$ cat src/rtl/cmpf_pkg.sv
package cmpf_pkg;

  // Instruction field positions; the decoder depends on these.
  localparam int CLS_HI  = 31;
  localparam int CLS_LO  = 30;
  localparam int SUB_HI  = 29;
  localparam int SUB_LO  = 26;
  localparam int CC_HI   = 25;
  localparam int CC_LO   = 21;
  localparam int PAD_HI  = 10;

  localparam logic [1:0] CLS_REG = 2'd3;
  localparam logic [3:0] SUB_REG = 4'd9;
  localparam logic [1:0] CLS_IMM = 2'd2;
  localparam logic [3:0] SUB_IMM = 4'd14;

  localparam int CC_W = CC_HI - CC_LO + 1;

  // Condition codes
  localparam logic [CC_W-1:0] CC_EQ    = 5'd0;
  localparam logic [CC_W-1:0] CC_NE    = 5'd1;
  localparam logic [CC_W-1:0] CC_UBASE = 5'd2;
  localparam logic [CC_W-1:0] CC_SBASE = 5'd6;
  localparam logic [CC_W-1:0] CC_LAST  = 5'd9;

  typedef enum logic [1:0] {
    KIND_NONE = 2'd0,
    KIND_REG  = 2'd1,
    KIND_IMM  = 2'd2
  } cmp_kind_e;

  // Ordering relation after signedness is stripped from the code
  typedef enum logic [1:0] {
    REL_GT = 2'd0,
    REL_GE = 2'd1,
    REL_LT = 2'd2,
    REL_LE = 2'd3
  } cmp_rel_e;

endpackage

$ cat src/rtl/cmpf_decode.sv
module cmpf_decode
  import cmpf_pkg::*;
#(
  parameter int INSN_W = 32,
  parameter int DATA_W = 32,
  parameter int IMM_W  = 16
) (
  input  logic              valid_i,
  input  logic [INSN_W-1:0] insn_i,
  input  logic [DATA_W-1:0] op_b_i,
  output cmp_kind_e         kind_o,
  output logic [CC_W-1:0]   cond_o,
  output logic [DATA_W-1:0] rhs_o,
  output logic              upd_o,
  output logic              bad_o
);

  localparam int EXT_W = DATA_W - IMM_W;

  logic [IMM_W-1:0]  imm;
  logic              imm_signed;
  logic [DATA_W-1:0] imm_ext;
  logic              code_ok;
  logic              pad_ok;

  always_comb begin
    if (insn_i[CLS_HI:CLS_LO] == CLS_REG && insn_i[SUB_HI:SUB_LO] == SUB_REG)
      kind_o = KIND_REG;
    else if (insn_i[CLS_HI:CLS_LO] == CLS_IMM && insn_i[SUB_HI:SUB_LO] == SUB_IMM)
      kind_o = KIND_IMM;
    else
      kind_o = KIND_NONE;
  end

  assign cond_o  = insn_i[CC_HI:CC_LO];
  assign imm     = insn_i[IMM_W-1:0];
  assign code_ok = (cond_o <= CC_LAST);
  assign pad_ok  = (insn_i[PAD_HI:0] == '0);

  // Only the unsigned ordering codes zero-extend the immediate.
  assign imm_signed = !(cond_o >= CC_UBASE && cond_o < CC_SBASE);
  assign imm_ext    = {{EXT_W{imm_signed & imm[IMM_W-1]}}, imm};

  assign rhs_o = (kind_o == KIND_IMM) ? imm_ext : op_b_i;

  always_comb begin
    upd_o = 1'b0;
    bad_o = 1'b0;
    if (valid_i) begin
      unique case (kind_o)
        KIND_REG: begin
          upd_o = code_ok && pad_ok;
          bad_o = !(code_ok && pad_ok);
        end
        KIND_IMM: begin
          upd_o = code_ok;
          bad_o = !code_ok;
        end
        default: ;
      endcase
    end
  end

endmodule

$ cat src/rtl/cmpf_compare.sv
module cmpf_compare
  import cmpf_pkg::*;
#(
  parameter int DATA_W     = 32,
  parameter bit SHARED_SUB = 1'b1
) (
  input  logic [DATA_W-1:0] a_i,
  input  logic [DATA_W-1:0] b_i,
  input  logic [CC_W-1:0]   cond_i,
  output logic              result_o
);

  logic     is_signed;
  logic     lt;
  logic     eq;
  cmp_rel_e rel;

  assign is_signed = (cond_i >= CC_SBASE);
  assign eq        = (a_i == b_i);

  always_comb begin
    logic [CC_W-1:0] off;
    off = is_signed ? (cond_i - CC_SBASE) : (cond_i - CC_UBASE);
    rel = cmp_rel_e'(off[1:0]);
  end

  generate
    if (SHARED_SUB) begin : g_shared
      // One subtractor serves both signednesses.
      // Flipping the sign bits turns a signed order into an unsigned one.
      logic [DATA_W-1:0] xa;
      logic [DATA_W-1:0] xb;
      logic [DATA_W:0]   diff;
      assign xa   = {a_i[DATA_W-1] ^ is_signed, a_i[DATA_W-2:0]};
      assign xb   = {b_i[DATA_W-1] ^ is_signed, b_i[DATA_W-2:0]};
      assign diff = {1'b0, xa} - {1'b0, xb};
      assign lt   = diff[DATA_W];
    end else begin : g_split
      logic lt_u;
      logic lt_s;
      assign lt_u = (a_i < b_i);
      assign lt_s = ($signed(a_i) < $signed(b_i));
      assign lt   = is_signed ? lt_s : lt_u;
    end
  endgenerate

  always_comb begin
    if (cond_i == CC_EQ)
      result_o = eq;
    else if (cond_i == CC_NE)
      result_o = !eq;
    else begin
      unique case (rel)
        REL_GT:  result_o = !lt && !eq;
        REL_GE:  result_o = !lt;
        REL_LT:  result_o = lt;
        default: result_o = lt || eq;
      endcase
    end
  end

endmodule

$ cat src/rtl/cmpf_state.sv
module cmpf_state (
  input  logic clk,
  input  logic rst_n,
  input  logic upd_i,
  input  logic bad_i,
  input  logic result_i,
  output logic flag_o,
  output logic illegal_o
);

  logic flag_q;
  logic illegal_q;

  always_ff @(posedge clk) begin
    if (!rst_n) begin
      flag_q    <= 1'b0;
      illegal_q <= 1'b0;
    end else begin
      if (upd_i)
        flag_q <= result_i;
      illegal_q <= bad_i;
    end
  end

  assign flag_o    = flag_q;
  assign illegal_o = illegal_q;

  // reset clears both registers
  a_r1_reset_clear: assert property (@(posedge clk)
    !rst_n |=> (!flag_o && !illegal_o));

  // no update request, no flag change
  a_r8_hold: assert property (@(posedge clk) disable iff (!rst_n)
    !upd_i |=> $stable(flag_o));

  // a request cannot be both an update and an illegal compare
  a_r9_exclusive: assert property (@(posedge clk) disable iff (!rst_n)
    $onehot0({upd_i, bad_i}));

  // an illegal compare raises the strobe and keeps the flag
  a_r9_strobe: assert property (@(posedge clk) disable iff (!rst_n)
    bad_i |=> (illegal_o && $stable(flag_o)));

endmodule

$ cat src/rtl/cmpf_unit.sv
module cmpf_unit
  import cmpf_pkg::*;
#(
  parameter int INSN_W     = 32,
  parameter int DATA_W     = 32,
  parameter int IMM_W      = 16,
  parameter bit SHARED_SUB = 1'b1
) (
  input  logic              clk,
  input  logic              rst_n,
  input  logic              in_valid,
  output logic              in_ready,
  input  logic [INSN_W-1:0] insn,
  input  logic [DATA_W-1:0] op_a,
  input  logic [DATA_W-1:0] op_b,
  output logic              flag,
  output logic              illegal
);

  cmp_kind_e         kind;
  logic [CC_W-1:0]   cond;
  logic [DATA_W-1:0] rhs;
  logic              upd;
  logic              bad;
  logic              result;

  assign in_ready = 1'b1;

  cmpf_decode #(.INSN_W(INSN_W), .DATA_W(DATA_W), .IMM_W(IMM_W)) u_dec (
    .valid_i (in_valid),
    .insn_i  (insn),
    .op_b_i  (op_b),
    .kind_o  (kind),
    .cond_o  (cond),
    .rhs_o   (rhs),
    .upd_o   (upd),
    .bad_o   (bad)
  );

  cmpf_compare #(.DATA_W(DATA_W), .SHARED_SUB(SHARED_SUB)) u_cmp (
    .a_i      (op_a),
    .b_i      (rhs),
    .cond_i   (cond),
    .result_o (result)
  );

  cmpf_state u_st (
    .clk       (clk),
    .rst_n     (rst_n),
    .upd_i     (upd),
    .bad_i     (bad),
    .result_i  (result),
    .flag_o    (flag),
    .illegal_o (illegal)
  );

  // register equality compare lands in the flag
  a_r4_reg_eq: assert property (@(posedge clk) disable iff (!rst_n)
    (in_valid && insn[31:26] == {CLS_REG, SUB_REG} && insn[25:21] == CC_EQ
     && insn[10:0] == '0)
    |=> flag == ($past(op_a) == $past(op_b)));

  // unsigned less-than register compare
  a_r5_reg_ltu: assert property (@(posedge clk) disable iff (!rst_n)
    (in_valid && insn[31:26] == {CLS_REG, SUB_REG} && insn[25:21] == 5'd4
     && insn[10:0] == '0)
    |=> flag == ($past(op_a) < $past(op_b)));

  // never stalls
  a_r11_ready: assert property (@(posedge clk) in_ready);

endmodule

$ cat config.mk
export PLATFORM = sky130hd
export DESIGN_NAME = cmpf_unit
export DESIGN_NICKNAME = d
export VERILOG_FILES = /design/src/rtl/cmpf_pkg.sv /design/src/rtl/cmpf_decode.sv /design/src/rtl/cmpf_compare.sv /design/src/rtl/cmpf_state.sv /design/src/rtl/cmpf_unit.sv
export SDC_FILE = /design/constraint.sdc
export NUM_CORES = 1
export LEC_CHECK = 0
export BUFFER_PORTS_ARGS = -buffer_cell sky130_fd_sc_hd__buf_2
export CAP_MARGIN = 40
export CORE_ASPECT_RATIO = 1.75
export CORE_UTILIZATION = 39
export DETAILED_ROUTE_END_ITERATION = 16
export PLACE_DENSITY = 0.82
export SETUP_SLACK_MARGIN = 0.2
export SYNTH_ARGS = -nofsm -noshare
export SYNTH_HDL_FRONTEND = slang
export SYNTH_HIERARCHICAL = 1
export SYNTH_SLANG_ARGS = --single-unit
$ cat constraint.sdc
create_clock -name clk -period 2.5 [get_ports clk]
set_input_delay 0 -clock clk [delete_from_list [all_inputs] [get_ports clk]]
set_output_delay 0 -clock clk [all_outputs]
set_load 0.1 [all_outputs]
## Word-level counts from Yosys, hierarchy flattened

Index checks and enable logic that the tools add are counted.

| storage, ports and cells | value |
|---|---|
| bits in registers | 2 |
| bits in latches | 0 |
| memory bits (writable) | 0 |
| memory bits (read-only) | 0 |
| input bits | 99 |
| output and inout bits | 3 |
| logic and storage cells | 47 |
| memories kept | 0 |

| cells by class | value |
|---|---|
| $add $sub $neg | 3 |
| multiply operators | 0 |
| div/mod/pow operators | 0 |
| order comparisons | 4 |
| equality and inequality tests | 10 |
| shift-type cells | 0 |
| mux-type cells | 10 |
| bitwise operators | 3 |
| reductions and logical operators | 15 |

Operators by type and width:

| operator | count |
|---|---|
| $sub 32x32->33 | 1 |
| $eq 32x32->1 | 1 |
| $mux 32 | 1 |
| $logic_not 11->1 | 1 |
| $eq 2x2->1 const B | 4 |
| $eq 4x4->1 const B | 2 |
| $mux 2 | 3 |
| $eq 5x1->1 const B | 1 |
| $ge 5x2->1 const B | 1 |
| $ge 5x3->1 const B | 1 |
| $le 5x4->1 const B | 1 |
| $logic_and 1x1->1 | 5 |
| $logic_not 1->1 | 5 |
| $logic_not 5->1 | 1 |
| $lt 5x3->1 const B | 1 |
| $eq 2x1->1 const B | 2 |
| $pmux 1 s2 | 2 |
| $sub 2x2->2 const B | 2 |
| $mux 1 | 3 |
| $pmux 1 s3 | 1 |
| $logic_not 2->1 | 1 |
| $reduce_and 2->1 | 1 |
| $xor 1x1->1 | 2 |
| $and 1x1->1 | 1 |
| $logic_or 1x1->1 | 1 |

## Logic depth before layout (Yosys ltp)

Gate-level depths: netlist of the first run.

| logic depth | value |
|---|---|
| depth after elaboration | 13 |
| gate-level depth with buffers | 15 |
| gate-level depth less buffers | 14 |

## Modules after synthesis

The synthesis of the first run kept the hierarchy.

By module, submodules not included:

| module | instances | cells an instance | area an instance (um2) | sequential area each (um2) |
|---|---|---|---|---|
| cmpf_compare | 1 | 130 | 944.7 | 0.0 |
| cmpf_decode | 1 | 62 | 563.0 | 0.0 |
| cmpf_state | 1 | 5 | 62.6 | 40.0 |
| cmpf_unit | 1 | 2 | 11.3 | 0.0 |

## Worst setup path after synthesis of the first run

Ideal clock, no wire load.

| path | value |
|---|---|
| path kind | input -> register |
| from | input insn[26] |
| to | register u_st.flag_q (netlist: u_st/flag_o) |
| setup time | 120 ps |
| arrival | 2368 ps |
| required time | 2380 ps |
| path slack | 12 ps |
| stages | 13 |
| path buffers | 1 |
| cells stage by stage | and4b_1 nand3_4 buf_6 mux2_4 inv_1 ha_1 nand4_2 or4_4 o211a_1 nor3_2 a21oi_2 mux2i_1 nor2b_1 |

| between the ends | value |
|---|---|
| elaborated cells on any way between the ends | 21 |
| those cells by class | add/sub (1); eq/ne (5); mux (8); bitwise (1); reduce/logical (6) |

RTL lines:

| element | RTL line | RTL |
|---|---|---|
| start, declared | cmpf_unit.sv:13 | `input logic [INSN_W-1:0] insn,` |
| $eq 4x4->1 | cmpf_decode.sv:29 | `else if (insn_i[CLS_HI:CLS_LO] == CLS_IMM && insn_i[SUB_HI:SUB_LO] == SUB_IMM)` |
| $logic_and 1x1->1 | cmpf_decode.sv:29 |  |
| $mux 2 | cmpf_decode.sv:29 |  |
| $mux 2 * | cmpf_decode.sv:27 | `if (insn_i[CLS_HI:CLS_LO] == CLS_REG && insn_i[SUB_HI:SUB_LO] == SUB_REG)` |
| $eq 2x2->1 * | cmpf_decode.sv:44 | `assign rhs_o = (kind_o == KIND_IMM) ? imm_ext : op_b_i;` |
| $mux 32 * | cmpf_decode.sv:44 |  |
| net rhs[14] | cmpf_unit.sv:22 | `logic [DATA_W-1:0] rhs;` |
| $sub 32x32->33 / $eq 32x32->1 (equally long branches) | cmpf_compare.sv:36, cmpf_compare.sv:19 |  |
| $logic_not 1->1 (on tied branches) | cmpf_compare.sv:54, cmpf_compare.sv:55, cmpf_compare.sv:51 |  |
| $logic_and 1x1->1 | cmpf_compare.sv:54 | `REL_GT: result_o = !lt && !eq;` |
| $pmux 1 s3 | cmpf_compare.sv:53 | `unique case (rel)` |
| $mux 1 | cmpf_compare.sv:50 | `else if (cond_i == CC_NE)` |
| $mux 1 * | cmpf_compare.sv:48 | `if (cond_i == CC_EQ)` |
| net result | cmpf_unit.sv:25 | `logic result;` |
| end signal, assigned | cmpf_state.sv:20 | `flag_q <= result_i;` |
| end, declared | cmpf_state.sv:11 | `logic flag_q;` |

The timed path passes the listed nets; every way through them passes the cells marked *.
A chain may end at the register's enable or synchronous reset.

## Worst setup path in the final report of the first run

Same ends and word-level chain as after synthesis.

==> results by group, run 1 <==
Power
  • Total power: 467.3 uW
  • Max VDD drop: 0.1526 mV
  • Leakage power: 1.348 nW
  • Pwr/cell area: 206.1 nW/um2

STA
  • Hold Violations, Final: 0
  • F_max: 409.9 MHz
  • Max-slew violations: 0
  • Post-route setup TNS: 0 ns
  • Worst Skew: 0 ns
  • Final critical-path share of the clock period: 97.58%
  • Final number of setup-violating endpoints: 0
  • Tmin final: 2.440 ns
  • RSZ-0062 raised after global routing: true

Worst setup path
  • Max stage delay on crit path: 0.56 ns
  • Largest delay contributor family on the critical path: simple AND/OR/NAND/NOR gates
  • R2r startpoint: u_st/flag_o
  • Arrival time of the worst setup path: 2.54 ns
  • WP data required: 2.60 ns
  • Bufs and invs on worst path: 2
  • CP Class: input pin to flip-flop
  • Cells along the critical path: buf_2, and4b_1, nand3_4, buf_12, mux2_4, ha_1, nand4_1, or4_4, o211a_1, nor3_2, a21oi_2, mux2i_1, nor2b_1
  • Slowest cell on crit path: or4_4
  • Setup crit start kind: input pin
  • CP max FO: 27
  • Critical Path Source: insn[26]
  • CP Capture Type: flip-flop

Global route
  • First-pass GRT wire length: 6.824 mm
  • GRT overflow: 0
  • Initial antenna violation count: 0
  • Overall routing resource usage: 20.02%
  • Largest net degree at the start of global routing: 28
  • Vias in the first global route: 1849

Clocking
  • CTS root buffer: clkbuf_8
  • # H-tree levels: 1
  • Clock transition at path regs: 0.03 ns
  • Clk_lat worst skew: 0.21 ns
  • Cts bufs inserted: 3
  • Clock sinks: 2
  • Post-cts hold buffer count: 0
  • Worst-case clock buffer depth: 2
  • CTS tree: yes

Final layout
  • ANT cells: 0
  • Layout cell share with drive strength beyond 1: 48.01%
  • Commonest non-fill, non-tap cell in the layout: buf_2
  • Multi-input logic area: 1394 um2
  • Net count, final: 434
  • Commonest non-fill, non-tap cells in the layout: buf_2, inv_1, ha_1, a21o_1, buf_4
  • Post-Layout Cell Count: 350
  • Synth-to-layout area growth: 43.70%
  • Fill cells: 372
  • Register area: 40.04 um2

Min path
  • Hold Crit Start: rst_n
  • Min-Delay Path Class: input pin to flip-flop

Placed design
  • Routability cong.: 0.8443
  • Number of port buffers: 95
  • Dpl hpwl: 3.735 mm
  • Placed Cells: 344

Die
  • Die area: 4314 um2
  • I/O pins: 102
  • Die X: 50.08 um
  • Die height: 86.14 um
  • Starting Density: 40.81%
  • Core area: 3866 um2
  • # rows: 30

Routing
  • Iter 0 DRT Violations: 35
  • DRT Pass-1 Iters: 4
  • Via density: 5.074
  • Post-route ant nets: 0
  • DR DRC count: 0
  • Wire per inst: 12.40 um
  • Final WL: 4.341 mm
  • DR vias: 1776

Synth
  • Synth Warn #: 6
  • Synthesized Nets: 328
  • Synthesized instance count: 198
  • Syn Std Cell Area: 1578 um2
  • Mean Syn Cell Area: 7.969 um2

Run status
  • Outcome: completed

Job
  • Max_cap viols: 0
==> per-stage QoR <==
stage / hold slack, ns / area [um2] / setup WS (ns) / utilization [%]
4_1_cts: 0.0005421 / 2193 / 0.04843 / 56.73
5_1_grt: 0.01825 / 2267 / -0.1029 / 58.64
6_report: 0.001031 / 2267 / 0.06049 / 58.64
2_1_floorplan: 0.1217 / 1594 / 0.05119 / -
3_5_place_dp: 0.2180 / 2152 / -0.1678 / 55.66
3_3_place_gp: 0.2219 / 2152 / -0.1192 / 55.66
==> worst reg2reg max path, stage by stage (launching register included) <==
cell and delay, ns:
dfxtp_1 0.29, mux2i_1 0.11, nor2b_1 0.06
==> flip-flops by register name, indices dropped and copies added, names as in the netlist <==
| register | flops |
|---|---|
| u_st/flag_o | 1 |
| u_st/illegal_o | 1 |
==> worst paths after layout <==
kind / end / slack (ns) / depth (start not counted)
worst max-delay path: u_st/flag_o / 0.06 / 13
worst min-delay path: u_st/illegal_o / 0.001 / 2
worst max register to register: u_st/flag_o / 1.92 / 2
worst min register to register: u_st/flag_o / 0.51 / 2
==> timing repair <==
| action | 4_1_cts | 5_1_grt |
|---|---|---|
| setup buffers | 0 | 3 |
| endpoints found under the hold margin | 0 | 0 |
| setup endpoints to repair | 1 | 1 |
| pin swaps | 0 | 1 |
| resized for setup | 0 | 6 |
==> report_power, final <==
part | internal, mW | leakage, nW | total (mW) | switching [mW]
Sequential | 0.0323 | 0.0161 | 0.0323 | 0.0000268
Combinational | 0.165 | 1.31 | 0.307 | 0.142
Clock | 0.102 | 0.0216 | 0.128 | 0.0260
Total | 0.299 | 1.35 | 0.467 | 0.168
==> area by class of cell <==
type                    instances  share of cell area (%)
well taps                      48                   2.649
flip-flops and latches          2                   1.766
inverters                      33                   5.464
clock buffers                   3                   1.821
multi-input cells             153                   61.48
repair buffers                111                   26.82
==> layer usage <==
layer	GRT usage, %	routed length, um
met2	42.30	2558
met5	0	0
met4	9.091	72
met1	16.74	1462
met3	3.191	247
Note: power is estimated with default switching activity, not from simulation.
==> run 2: changes to the inputs <==
PLACE_DENSITY = 0.86   (was 0.82)
==> results by group, run 2 (synthesis gave the netlist of run 1 again) <==
Run status
  • Outcome: completed

Final layout
  • Net count, final: 437 (+0.69%)
  • Post-Layout Cell Count: 353 (+0.86%)
  • Layout cell share with drive strength beyond 1: 48.85% (+0.84 points)
  • Commonest non-fill, non-tap cell in the layout: buf_2
  • Final Util: 59.61% (+0.97 points)
  • Commonest non-fill, non-tap cells in the layout: buf_2, inv_1, ha_1, a21o_1, buf_4
  • Synth-to-layout area growth: 46.07%
  • Fill cells: 387 (+4.0%)
  • ANT cells: 0 (unchanged)

Worst setup path
  • Setup crit start kind: input pin
  • CP max FO: 10 (-63%)
  • Max stage delay on crit path: 0.57 ns (about the same)
  • R2r setup slk: 1.92 ns (about the same)
  • CP Class: input pin to flip-flop
  • Arrival time of the worst setup path: 2.56 ns (+0.02 ns)
  • Slowest cell on crit path: or4_4
  • CP Capture Type: flip-flop
  • WP data required: 2.59 ns (about the same)
  • Cells along the critical path: buf_2, and4b_1, nand3_4, buf_12, mux2_4, inv_1, ha_1, nand4_2, or4_4, o211a_1, nor3_2, a21oi_2, mux2i_1, nor2b_1

Placed design
  • Routability cong.: 0.7276 (-14%)
  • Number of port buffers: 95 (unchanged)
  • Pre-CTS WS: -0.1892 ns (-0.02135 ns)
  • Placed Cells: 348 (+1.2%)
  • Dpl hpwl: 3.734 mm (about the same)

Clocking
  • Cts bufs inserted: 3 (unchanged)
  • Worst-case clock buffer depth: 2 (unchanged)
  • Post-cts hold buffer count: 0 (unchanged)
  • CTS root buffer: clkbuf_8
  • Clock transition at path regs: 0.03 ns (about the same)
  • # H-tree levels: 1 (unchanged)
  • Clk_lat worst skew: 0.21 ns (about the same)
  • CTS tree: yes
  • Clock sinks: 2 (unchanged)

Global route
  • Overall routing resource usage: 19.61% (-0.41 points)
  • GRT overflow: 0 (unchanged)
  • First-pass GRT wire length: 6.768 mm (-0.82%)
  • Largest net degree at the start of global routing: 17 (-39%)
  • Initial antenna violation count: 0 (unchanged)
  • Vias in the first global route: 1877 (+1.5%)

Power
  • Pwr/cell area: 200.5 nW/um2 (-2.7%)
  • Total power: 462.2 uW (-1.1%)
  • Leakage power: 1.360 nW (+0.94%)
  • Max VDD drop: 0.1521 mV (-0.36%)

Routing
  • DR DRC count: 0 (unchanged)
  • Final WL: 4.216 mm (-2.9%)
  • Wire per inst: 11.94 um (-3.7%)
  • Iter 0 DRT Violations: 15 (-57%)
  • DR vias: 1792 (+0.90%)
  • DRT Pass-1 Iters: 4 (unchanged)
  • Via density: 5.076 (about the same)
  • Post-route ant nets: 0 (unchanged)

Die
  • Core area: 3866 um2 (unchanged)
  • # rows: 30 (unchanged)
  • Die height: 86.14 um (unchanged)
  • I/O pins: 102 (unchanged)
  • Die X: 50.08 um (unchanged)
  • Die area: 4314 um2 (unchanged)
  • Starting Density: 40.81% (unchanged)

Job
  • Max_cap viols: 0 (unchanged)

STA
  • Final number of setup-violating endpoints: 0 (unchanged)
  • F_max: 406.2 MHz (-0.90%)
  • Hold Violations, Final: 0 (unchanged)
  • Final critical-path share of the clock period: 98.47% (+0.89 points)
  • Max-slew violations: 0 (unchanged)
  • Tmin final: 2.462 ns (+0.02214 ns)
  • RSZ-0062 raised after global routing: true
  • Worst setup margin: 0.03836 ns (-0.02214 ns)
  • Worst Skew: 0 ns (unchanged)

Min path
  • Min-Delay Path Class: input pin to flip-flop
[run 2: metrics by stage]
stage	hold WS (ns)	TNS [ns]	cell area, um2
after floorplan	0.1217	0	1594
after global placement	0.2184	-0.1159	2207
after detailed placement	0.2404	-0.1892	2207
after CTS	0.02150	0	2268
after global routing	0.03042	-0.08064	2305
final	0.02474	0	2305
[run 2: report_power, final]
group	internal [mW]	leakage, nW	total, mW	switching (mW)
combinational	0.166	1.32	0.305	0.139
sequential	0.0323	0.0161	0.0324	0.0000289
clock	0.102	0.0216	0.125	0.0234
[run 2: area by class of cell]
class / instances / area, um2 / area share, %
well taps: 48 / 60.06 / 2.606
repair buffers: 114 / 655.6 / 28.45
inverters: 33 / 123.9 / 5.375
multi-input cells: 153 / 1384 / 60.04
flip-flops and latches: 2 / 40.04 / 1.737
clock buffers: 3 / 41.29 / 1.792
[run 2: worst max-delay path: cells and delay by family]
family | cells | cell delay [ns]
and+or+nand+nor | 6 | 1.31
adders and majority gates | 1 | 0.30
AOI/OAI and AO/OA | 2 | 0.31
muxes | 2 | 0.31
buffers and inverters | 3 | 0.32
[run 2: final timing paths]
path	startpoint	endpoint	cells after the start
setup reg to reg	u_st/flag_o	u_st/flag_o	2
hold reg to reg	u_st/flag_o	u_st/flag_o	2
hold / removal	rst_n	u_st/illegal_o	2
setup / recovery	insn[26]	u_st/flag_o	14
[run 2: layer usage]
metal / GRT usage, % / share of wire (%) / vias up
li1: - / - / 923
met1: 16.39 / 34 / 799
met2: 42.67 / 59 / 64
met3: 2.128 / 5.2 / 6
met4: 7.792 / 1.5 / 0
met5: 0 / 0 / -
[run 2: repair_timing]
item,in CTS,in global routing
endpoints found under the setup margin,1,1
pin swaps,1,4
resized for setup,1,6
hold endpoints to repair,0,0
setup buffers,2,0
